--- src/rtl/tot_pkg.sv ---
package tot_pkg;
  typedef enum logic [1:0] {
    TOT_OFF   = 2'b00,
    TOT_CONT  = 2'b01,
    TOT_WRITE = 2'b10,
    TOT_RSVD  = 2'b11
  } tot_mode_e;
endpackage

--- src/rtl/tot_prescaler.sv ---
module tot_prescaler #(
  parameter int PRE_W = 4
) (
  input  logic             clk,
  input  logic             rst_n,
  input  logic             tick,
  input  logic             enable,
  input  logic             clear,
  input  logic [PRE_W-1:0] div_sel,
  output logic             step
);
  generate
    if (PRE_W == 0) begin : g_direct
      assign step = tick && enable && !clear;
    end else begin : g_phase
      logic [PRE_W-1:0] phase;
      logic             at_end;

      assign at_end = (phase >= div_sel);
      assign step   = tick && enable && !clear && at_end;

      always_ff @(posedge clk or negedge rst_n) begin
        if (!rst_n) begin
          phase <= '0;
        end else if (clear) begin
          phase <= '0;
        end else if (tick && enable) begin
          phase <= at_end ? '0 : phase + 1'b1;
        end
      end

      // a clear always leaves the phase at zero
      assert_phase_cleared_R11: assert property (@(posedge clk) disable iff (!rst_n)
        clear |=> (phase == '0));
    end
  endgenerate
endmodule

--- src/rtl/tot_down_counter.sv ---
module tot_down_counter #(
  parameter int CNT_W = 16
) (
  input  logic             clk,
  input  logic             rst_n,
  input  logic             load,
  input  logic [CNT_W-1:0] load_val,
  input  logic             step,
  output logic [CNT_W-1:0] count,
  output logic             expire
);
  localparam logic [CNT_W-1:0] RST_VAL = {CNT_W{1'b1}};
  localparam logic [CNT_W-1:0] ONE     = {{(CNT_W-1){1'b0}}, 1'b1};

  logic is_zero;
  assign is_zero = (count == '0);
  assign expire  = step && !load && (count == ONE);

  always_ff @(posedge clk or negedge rst_n) begin
    if (!rst_n) begin
      count <= RST_VAL;
    end else if (load) begin
      count <= load_val;
    end else if (step && !is_zero) begin
      count <= count - ONE;
    end
  end

  // a step on a nonzero count lowers it by exactly one
  assert_dec_by_one_R2: assert property (@(posedge clk) disable iff (!rst_n)
    (step && !load && !is_zero) |=> (count == $past(count) - ONE));

  // without a step or a load the count holds
  assert_hold_no_step_R3: assert property (@(posedge clk) disable iff (!rst_n)
    (!step && !load) |=> $stable(count));

  // zero is held until a load
  assert_zero_sticks_R5: assert property (@(posedge clk) disable iff (!rst_n)
    (is_zero && !load) |=> (count == '0));
endmodule

--- src/rtl/tot_irq_flag.sv ---
module tot_irq_flag (
  input  logic clk,
  input  logic rst_n,
  input  logic set,
  input  logic clr,
  output logic flag
);
  always_ff @(posedge clk or negedge rst_n) begin
    if (!rst_n) begin
      flag <= 1'b0;
    end else if (set) begin
      flag <= 1'b1;
    end else if (clr) begin
      flag <= 1'b0;
    end
  end

  // the flag stays set until a clear arrives
  assert_flag_sticky_R6: assert property (@(posedge clk) disable iff (!rst_n)
    (flag && !clr) |=> flag);

  // a set in the same cycle as a clear leaves the flag high
  assert_set_beats_clr_R6: assert property (@(posedge clk) disable iff (!rst_n)
    (set && clr) |=> flag);
endmodule

--- src/rtl/bt_timeout_timer.sv ---
module bt_timeout_timer
  import tot_pkg::*;
#(
  parameter int CNT_W = 16,
  parameter int PRE_W = 4
) (
  input  logic             clk,
  input  logic             rst_n,
  input  logic             bit_tick,
  input  logic [1:0]       cfg_mode,
  input  logic [PRE_W-1:0] cfg_prescale,
  input  logic [CNT_W-1:0] cfg_reload,
  input  logic             sw_restart,
  input  logic             evt_restart,
  input  logic             flag_clr,
  output logic [CNT_W-1:0] count,
  output logic             timeout_irq
);
  tot_mode_e mode;
  logic      hold;
  logic      restart;
  logic      load;
  logic      running;
  logic      step;
  logic      expire;

  assign mode    = tot_mode_e'(cfg_mode);
  assign hold    = (mode == TOT_OFF) || (mode == TOT_RSVD);
  assign restart = sw_restart || (evt_restart && (mode == TOT_CONT));
  assign load    = hold || restart;
  assign running = !load && (count != '0);

  tot_prescaler #(.PRE_W(PRE_W)) i_pre (
    .clk     (clk),
    .rst_n   (rst_n),
    .tick    (bit_tick),
    .enable  (running),
    .clear   (load),
    .div_sel (cfg_prescale),
    .step    (step)
  );

  tot_down_counter #(.CNT_W(CNT_W)) i_cnt (
    .clk      (clk),
    .rst_n    (rst_n),
    .load     (load),
    .load_val (cfg_reload),
    .step     (step),
    .count    (count),
    .expire   (expire)
  );

  tot_irq_flag i_flag (
    .clk   (clk),
    .rst_n (rst_n),
    .set   (expire),
    .clr   (flag_clr),
    .flag  (timeout_irq)
  );

  // the flag rises only together with a zero count
  assert_flag_at_zero_R4: assert property (@(posedge clk) disable iff (!rst_n)
    $rose(timeout_irq) |-> (count == '0));

  // any restart lands on the reload value, whatever the tick does
  assert_restart_wins_R10: assert property (@(posedge clk) disable iff (!rst_n)
    restart |=> (count == $past(cfg_reload)));

  // off or reserved mode tracks the reload value and never raises the flag
  assert_off_tracks_R7: assert property (@(posedge clk) disable iff (!rst_n)
    hold |=> ((count == $past(cfg_reload)) && !$rose(timeout_irq)));

  // in write-only mode a lone protocol restart does not reload a nonzero count
  assert_evt_ignored_R9: assert property (@(posedge clk) disable iff (!rst_n)
    ((mode == TOT_WRITE) && evt_restart && !sw_restart && !bit_tick) |=> $stable(count));
endmodule

--- config.mk ---
export PLATFORM = sky130hd
export DESIGN_NAME = bt_timeout_timer
export DESIGN_NICKNAME = d
export VERILOG_FILES = /design/src/rtl/tot_pkg.sv /design/src/rtl/tot_prescaler.sv /design/src/rtl/tot_down_counter.sv /design/src/rtl/tot_irq_flag.sv /design/src/rtl/bt_timeout_timer.sv
export SDC_FILE = /design/constraint.sdc
export NUM_CORES = 1
export LEC_CHECK = 0
export BUFFER_PORTS_ARGS = -buffer_cell sky130_fd_sc_hd__buf_2
export CORE_MARGIN = 10
export CORE_UTILIZATION = 45
export DETAILED_ROUTE_END_ITERATION = 7
export GPL_TIMING_DRIVEN = 0
export PLACE_DENSITY = 0.72
export SETUP_SLACK_MARGIN = 0.4
export SLEW_MARGIN = 5
export SYNTH_ARGS = -nofsm -noshare
export SYNTH_HDL_FRONTEND = slang
export SYNTH_SLANG_ARGS = --single-unit
--- constraint.sdc ---
create_clock -name clk -period 2.3 [get_ports clk]
set_clock_uncertainty 0.05 [all_clocks]
set_input_delay 0.115 -clock clk [delete_from_list [all_inputs] [get_ports clk]]
set_output_delay 0.115 -clock clk [all_outputs]
set_load 0.02 [all_outputs]
After elaboration in Yosys (flattened, before gate mapping)
Index checks and enable logic that the tools add are counted.
{"block": "word_totals", "out_inout_bits": 17, "in_bits": 28, "reg_bits": 21}
{"block": "classes", "addsub": 2, "reduce_logical": 19, "eq_ne": 3, "order_cmp": 1, "n_mux": 7}
{"op": "16-bit two-way mux", "n": 2}
{"op": "16-bit by 1-bit equality test with 1-bit output (second input constant)", "n": 1}
{"op": "16-bit zero test", "n": 1}
{"op": "16-bit nonzero test", "n": 1}
{"op": "16-bit by 1-bit subtractor with 16-bit output (second input constant)", "n": 1}
{"op": "4-bit two-way mux", "n": 3}
{"op": "1-bit logical AND", "n": 8}
{"op": "2-bit nonzero test", "n": 3}
{"op": "4-bit by 1-bit adder with 4-bit output (second input constant)", "n": 1}
{"op": "4-bit greater-or-equal comparator", "n": 1}
{"op": "1-bit logical OR", "n": 3}
{"op": "2-bit by 1-bit equality test with 1-bit output (second input constant)", "n": 1}
{"op": "2-bit equality test (second input constant)", "n": 1}
{"op": "1-bit zero test", "n": 2}
{"op": "2-bit zero test", "n": 1}
{"op": "1-bit two-way mux", "n": 2}

Longest topological paths before layout
Gate-level depths: netlist of the first run.
{"block": "depth", "depth_word": 12, "ltp_mapped": 9, "ltp_nobuf": 8}

By module
A second synthesis of the first run with hierarchy kept.
{"block": "hier_totals", "cells_unflattened": 172, "hier_area_um2": 1511.4}
{"mod": "tot_down_counter", "area_per_inst_um2": 1101.1, "n_inst": 1, "seq_area_each_um2": 420.4, "cells_each": 123}
{"mod": "tot_prescaler", "area_per_inst_um2": 311.5, "n_inst": 1, "seq_area_each_um2": 100.1, "cells_each": 37}
{"mod": "bt_timeout_timer", "area_per_inst_um2": 62.6, "n_inst": 1, "seq_area_each_um2": 0.0, "cells_each": 9}
{"mod": "tot_irq_flag", "area_per_inst_um2": 36.3, "n_inst": 1, "seq_area_each_um2": 25.0, "cells_each": 3}

Worst setup path after synthesis of the first run
Ideal clock, no wire load.
{"block": "synth_timing", "path_kind": "reg-to-reg", "start": "register i_cnt.count[0]", "end": "register i_cnt.count[12]", "synth_period_minus_slack_ns": 2.052, "slack_ns": 0.248, "t_arrival_ns": 1.914, "n_path_buf": 0, "stages_incl_launch_ff": 8, "path_cell_list": "dfstp_2 inv_1 ha_1 nand3_1 o21ai_2 or4_4 o311ai_1 nand3_1"}
{"block": "synth_between", "elab_chain_len": 7}
{"item": "from (decl)", "line": "tot_down_counter.sv:9", "text": "output logic [CNT_W-1:0] count,"}
{"item": "from (signal assigned)", "line": "tot_down_counter.sv:23", "text": "count <= load_val;"}
{"item": "from (signal assigned)", "line": "tot_down_counter.sv:25", "text": "count <= count - ONE;"}
{"item": "parallel branches: the longest is 7 deep, another holds 16-bit by 1-bit subtractor with 16-bit output"}
Parallel ways; which one is timed is not known. The select of a mux whose other input is x is not followed.
A chain may end at the register's enable or synchronous reset.

Worst setup path after layout of the first run
{"block": "layout_timing", "start": "register i_pre.g_phase.phase[0]", "end": "register i_cnt.count[10]"}
{"block": "layout_between", "elab_chain_len": 4}
{"item": "from (decl)", "line": "tot_prescaler.sv:16", "text": "logic [PRE_W-1:0] phase;"}
{"item": "from (signal assigned)", "line": "tot_prescaler.sv:28", "text": "phase <= at_end ? '0 : phase + 1'b1;"}
{"item": "4-bit greater-or-equal comparator", "line": "tot_prescaler.sv:19", "text": "assign at_end = (phase >= div_sel);"}
{"item": "1-bit logical AND", "line": "tot_prescaler.sv:20", "text": "assign step = tick && enable && !clear && at_end;"}
{"item": "1-bit logical AND", "line": "tot_down_counter.sv:24", "text": "end else if (step && !is_zero) begin"}
{"item": "2-bit nonzero test (no source line)"}
Every way passes these cells.

==> results of run 1 <==
-- worst reg2reg max path, delay by kind of cell, from the launching register on --
| kind | cells | cell delay, ps |
|---|---|---|
| DFF | 1 | 410 |
| AOI/OAI and AO/OA | 3 | 450 |
| and+or+nand+nor | 2 | 680 |
| adders and majority gates | 1 | 270 |
| buffers and inverters | 1 | 90 |
-- what timing repair did --
item,in CTS,in global routing
gates cloned,0,0
hold endpoints to repair,21,0
pin swaps,5,3
resized for setup,11,15
hold buffers,17,0
buffers inserted,9,4
setup endpoints to repair,16,18
-- registers in the layout, indices dropped and copies added (netlist names) --
signal               count
i_cnt.count             16
i_pre.g_phase.phase      4
i_flag.flag              1
-- logic make-up after synthesis --
logic type / share of synthesized area (%)
and+or+nand+nor: 25.45
AOI/OAI and AO/OA: 17.79
DFF: 38.79
buffers and inverters: 4.181
adders and majority gates: 8.007
xor gates and xnor gates: 4.982
muxes: 0.8007
-- final cells by class --
| cell class | count | area share [%] |
|---|---|---|
| plain buffers | 6 | 1.760 |
| clock buffers | 4 | 1.232 |
| inverters | 9 | 1.818 |
| multi-input cells | 117 | 43.99 |
| flip-flops and latches | 21 | 25.57 |
| well taps | 44 | 2.581 |
| repair buffers | 74 | 23.05 |
-- layer usage --
metal  global-route usage [%]  wire (microns)  vias to the layer above
met5                        0               0                        -
met4                    4.356              42                        0
met3                    3.538             260                        8
met2                    25.51            2206                       47
met1                    16.77            1906                      681
li1                         -               -                      717
-- power by group --
group | internal (mW) | leakage (nW) | switching, mW
Combinational | 0.142 | 0.651 | 0.180
Sequential | 0.425 | 0.238 | 0.0449
Clock | 0.0680 | 0.0150 | 0.122
Total | 0.635 | 0.903 | 0.347
-- cells in the final DEF (no fill, tap or decap), types with 2 or more instances in the layout --
master	instances
buf_2	44
nand2_1	18
dlygate4sd3_1	17
dfstp_2	16
buf_4	12
nand3_1	8
inv_1	7
nor2_1	7
ha_1	7
or3_1	6
xnor2_1	6
o21ai_0	6
clkbuf_1	5
a21oi_1	5
o21ai_1	5
dfrtp_1	5
nor3_2	3
buf_6	3
nor3_4	3
nor3_1	3
clkbuf_4	3
inv_4	2
o21a_1	2
nand3_2	2
a211o_1	2
a31oi_1	2
or4_1	2
xor2_1	2
nand2b_1	2
o41ai_1	2
a32oi_1	2
o311ai_4	2
a221o_1	2
ha_4	2
-- through the flow --
| step | power (mW) | hold slack (ps) |
|---|---|---|
| global placement | 0.7134 | 48.10 |
| finish | 0.9818 | 36.81 |
| CTS | 0.9599 | 48.54 |
| detailed placement | 0.7224 | 55.50 |
| floorplan | 0.6241 | -230.6 |
| global route | 1.037 | 64.77 |
-- worst min path at each step --
stage | end | slack, ps
2_1_floorplan | i_flag.flag | -230
3_3_place_gp | i_pre.g_phase.phase[3] | 50
3_5_place_dp | i_pre.g_phase.phase[3] | 60
4_1_cts | i_flag.flag | 50
5_1_grt | i_flag.flag | 60
6_report | i_flag.flag | 40
==> results.sh, run 1 <==
export IMPL_dieArea_sq_um=5762
export IMPL_dp_cells=241
export IMPL_die_x_microns=75.91
export IMPL_viasPerCell=5.284
export IMPL_min_period_over_period_pct=86.85
export IMPL_synth_fp_nets=190
export IMPL_antenna_found_initial=0
export IMPL_hold_depth=3
export IMPL_critPathMaxStageDelay_ps=590
export IMPL_r2r_end="i_cnt.count[10]"
export IMPL_start_util_pct=46.45
export IMPL_start_kind="flip-flop"
export IMPL_clk_latency_ps=320
export IMPL_multi_input_comb_area_sq_um=938.4
export IMPL_syn_inst=153
export IMPL_synth_ff_type="dfstp_2"
export IMPL_synth_edf_count=0
export IMPL_yosysTopAreaCell="dfstp_2"
export IMPL_yosysMostFrequentCell="nand2_1"
export IMPL_slew_violations=0
export IMPL_grt_usage_pct=14.50
export IMPL_netlist_top_cells_count="19 x nand2_1, 16 x dfstp_2, 11 x o21ai_0"
export IMPL_drv_cap=0
export IMPL_grt_setup_unrepaired="true"
export IMPL_io_pins=45
export IMPL_ff2ff_setup_slack_ps=300
export IMPL_critPathTopFamily="simple AND/OR/NAND/NOR gates"
export IMPL_worstSetupEndpointType="flip-flop"
export IMPL_vdd_ir_drop_max_uv=290.6
export IMPL_clkSinkCount=21
export IMPL_ant_nets=0
export IMPL_grt_pass1_vias=1559
export IMPL_syn_area_per_cell_sq_um=9.192
export IMPL_relSlewSlack_pct=56.52
export IMPL_die_h_microns=75.91
export IMPL_drc=0
export IMPL_grt_max_degree=22
export IMPL_cp_endpoint="i_cnt.count[10]"
export IMPL_synth_top_area_share_pct=29.89
export IMPL_drt_pass1_iterations=5
export IMPL_syn_area_sq_um=1406
export IMPL_drive_gt1_share_pct=44.59
export IMPL_synthTopCellsByArea="dfstp_2 30%, dfrtp_1 8.9%, ha_1 8.0%"
export IMPL_fin_area_sq_um=2133
export IMPL_hp_class="input pin to flip-flop"
export IMPL_path_max_fanout=6
export IMPL_critPathLaunch="i_pre.g_phase.phase[0]"
export IMPL_dpl_instance_area_sq_um=1707
export IMPL_dp_slack_ps=195.4
export IMPL_yosysWarnings=0
export IMPL_fp_row_count=20
export IMPL_hp_start="flag_clr"
export IMPL_timing_final_crit_period_ps=1997
export IMPL_setup_viol_count_final=0
export IMPL_diodes=0
export IMPL_coreArea_sq_um=3028
export IMPL_worstReg2RegStart="i_pre.g_phase.phase[0]"
export IMPL_worstSetupPathType="flip-flop to flip-flop"
export IMPL_seqCellArea_sq_um=545.5
export IMPL_crit_required_ps=2500
export IMPL_outcome="completed"
export IMPL_port_buffers=44
export IMPL_power_leakage_nw=0.9035
export IMPL_crit_path_top_delay_cell="or4_4"
export IMPL_gp_congestion=0.8821
export IMPL_dr_first_iter_drc_count=55
export IMPL_critPathArrivalTime_ps=2200
export IMPL_cts_buffers=3
export IMPL_tritoncts="built"
export IMPL_synth_distinct_cells=40
export IMPL_cp_cell_sequence="inv_1, ha_4, o21ai_2, o2bb2ai_4, or4_4, o311ai_2, nand2_1"
export IMPL_r2r_cells=7
export IMPL_final_cell_count_no_fill=275
export IMPL_path_clk_slew_ps=120
export IMPL_synth_seq_cells=21
export IMPL_power_density_nw_per_um2=460.2
export IMPL_worst_path_stages=7
export IMPL_h_tree_depth=1
export IMPL_root_buffer="clkbuf_4"
export IMPL_fin_tns_setup_ps=0
export IMPL_grt_first_pass_wirelength_microns=7127
export IMPL_clockBufferDepth=2
export IMPL_fill_cells=251
export IMPL_synthToLayoutAreaGrowth_pct=51.69
export IMPL_grt_ovfl_total=0
export IMPL_finalWorstSetupSlack_ps=302.5
export IMPL_fmax_ghz=0.5006
export IMPL_num_vias=1453
export IMPL_async_reset_ff_share_pct=100.0
export IMPL_final_nets=269
export IMPL_worst_pin_slew_ps=652.1
export IMPL_dp_hpwl_microns=2958
export IMPL_wl_per_cell_microns=16.05
export IMPL_wl_microns=4415
export IMPL_fin_util_pct=70.45
export IMPL_hold_viol_final=0
export IMPL_synth_seq_area_share_pct=38.79
export IMPL_cp_num_buf_inv=1
Note: power is estimated with default switching activity, not from simulation.
==> run 2, diff against run 1 <==
- CTS_CLUSTER_DIAMETER: not set -> 200
- REMOVE_ABC_BUFFERS: not set -> 1
==> run 2 against run 1 <==
Against the previous run: the run now ends with negative hold slack left; maximum frequency is 8.2% lower; worst setup slack got worse by 180 ps; die area unchanged; sequential share of layout area fell by 2.3 points; highest routed layer unchanged; register-to-register slack worse by 180 ps; critical endpoint is now i_cnt.count[14]; clock power about the same; first-iteration DRC count rose to 3.0 times the previous value; non-clock buffer count up 11.
==> results.sh, run 2 (synthesis results as in run 1) <==
export IMPL_wl_per_cell_microns=18.30
export IMPL_setup_viol_count_final=0
export IMPL_crit_required_ps=2500
export IMPL_viasPerCell=5.628
export IMPL_num_vias=1621
export IMPL_internal_power_mw=0.6561
export IMPL_layout_common_cells="44 x buf_2, 28 x buf_4, 19 x nand2_1"
export IMPL_fp_row_count=20
export IMPL_start_util_pct=46.45
export IMPL_h_tree_depth=1
export IMPL_ant_nets=0
export IMPL_cts_buffers=3
export IMPL_vdd_ir_drop_max_uv=390.1
export IMPL_relSlewSlack_pct=30.26
export IMPL_dp_hpwl_microns=2773
export IMPL_outcome="complete, but fails checks"
export IMPL_slew_violations=0
export IMPL_violations="negative hold slack"
export IMPL_die_x_microns=75.91
export IMPL_clk_latency_ps=310
export IMPL_final_nets=281
export IMPL_hp_class="input pin to flip-flop"
export IMPL_drive_gt1_share_pct=53.09
export IMPL_worstSetupPathType="flip-flop to flip-flop"
export IMPL_timing_final_crit_period_ps=2176
export IMPL_grt_pass1_vias=1562
export IMPL_grt_ovfl_total=0
export IMPL_coreArea_sq_um=3028
export IMPL_clockPowerShare_pct=18.4
export IMPL_pwr_share_comb_pct=35.6
export IMPL_io_pins=45
export IMPL_grt_max_degree=30
export IMPL_seqPwrFrac_pct=46.1
export IMPL_clkSinkCount=21
export IMPL_drt_pass1_iterations=4
export IMPL_power_leakage_nw=0.9964
export IMPL_root_buffer="clkbuf_4"
export IMPL_final_common_cell="buf_2"
export IMPL_wl_microns=5271
export IMPL_hold_depth=3
export IMPL_start_kind="flip-flop"
export IMPL_regMostFlops="i_cnt.count"
export IMPL_power_density_nw_per_um2=439.5
export IMPL_path_max_fanout=7
export IMPL_drv_cap=0
export IMPL_min_period_over_period_pct=94.61
export IMPL_grt_first_pass_wirelength_microns=7534
export IMPL_dieArea_sq_um=5762
export IMPL_synthToLayoutAreaGrowth_pct=66.81
export IMPL_worstSetupEndpointType="flip-flop"
export IMPL_ff2ff_setup_slack_ps=120
export IMPL_dp_cells=235
export IMPL_worst_pin_slew_ps=1044
export IMPL_top_regs="i_cnt.count x16, i_pre.g_phase.phase x4, i_flag.flag x1"
export IMPL_final_cell_count_no_fill=288
export IMPL_critPathArrivalTime_ps=2370
export IMPL_swShare_pct=36.37
export IMPL_gp_congestion=0.8197
export IMPL_largest_reg_flops=16
export IMPL_path_clk_slew_ps=140
export IMPL_r2r_cells=6
export IMPL_antenna_found_initial=1
export IMPL_clockBufferDepth=2
export IMPL_tritoncts="built"
export IMPL_drc=0
export IMPL_die_h_microns=75.91
export IMPL_grt_setup_unrepaired="true"
export IMPL_fmax_ghz=0.4596
export IMPL_grt_usage_pct=15.17
export IMPL_switchingPower_mw=0.3749
export IMPL_whs_ps=-26.79
export IMPL_hold_viol_final=1
export IMPL_port_buffers=44
export IMPL_dr_first_iter_drc_count=165
run 2: cell count changes in the layout (fill, tap and decap cells not counted), sizes merged:
| cell | change |
|---|---|
| diode | +1 |
| clkbuf | -5 |
| buf | +15 |
| clkinv | +1 |
| o2bb2ai | +1 |
run 2: final cells by class:
class                      count  area [sq um]
multi-input combinational    118          1045
inverter                       9         38.79
clock inverter                 1         5.005
tap                           44         55.05
clock buffer                   3         22.52
timing repair buffer          91         631.9
sequential                    21         545.5
fill                         187         681.9
antenna                        1         2.502
run 2: through the flow:
stage	area (sq um)	util, %	TNS (ps)	worst slack (ps)	power [mW]
2_1_floorplan	1381	-	0	145.1	0.6114
3_3_place_gp	1657	54.71	0	16.12	0.6956
3_5_place_dp	1657	54.71	-48.39	-27.51	0.7057
4_1_cts	2078	68.64	0	288.1	0.9478
5_1_grt	2346	77.48	0	90.51	1.075
6_report	2346	77.48	0	124.1	1.031
run 2: routing by layer:
layer  vias to the layer above  track usage [%]  share of wire [%]
li1                        744                -                  -
met1                       776            17.84                 39
met2                        87            27.13                 51
met3                        14            2.712                7.2
met4                         0            4.356                3.4
met5                         -                0                  0
run 2: worst paths after layout:
check,end,startpoint
setup / recovery,i_cnt.count[14],i_cnt.count[8]
max in group asynchronous,i_cnt.count[15],rst_n
hold / removal,i_cnt.count[4],cfg_reload[4]
min in group asynchronous,i_pre.g_phase.phase[0],rst_n
setup reg to reg,i_cnt.count[14],i_cnt.count[8]
hold reg to reg,i_cnt.count[3],i_cnt.count[3]
run 2: what timing repair did:
action                                  CTS  global route
gates cloned                              1             0
hold endpoints to repair                 20             1
resized for setup                        19            22
pin swaps                                12            14
hold buffers                             16             1
buffers inserted                         17            13
endpoints found under the setup margin   21            18
run 2: power by group through the flow:
stage	clock network, mW	logic [mW]	registers, mW
2_1_floorplan	0	0.106	0.505
3_3_place_gp	0	0.226	0.470
4_1_cts	0.186	0.296	0.465
5_1_grt	0.203	0.393	0.480
3_5_place_dp	0	0.232	0.473
6_report	0.189	0.367	0.475
run 2: worst max-delay path, stage by stage, from the launching register on:
cell and delay, ps:
dfstp_2 650, nor3_2 70, nand3_2 130, o21ai_4 110, or4_4 600, o311ai_1 400, nand2_1 110
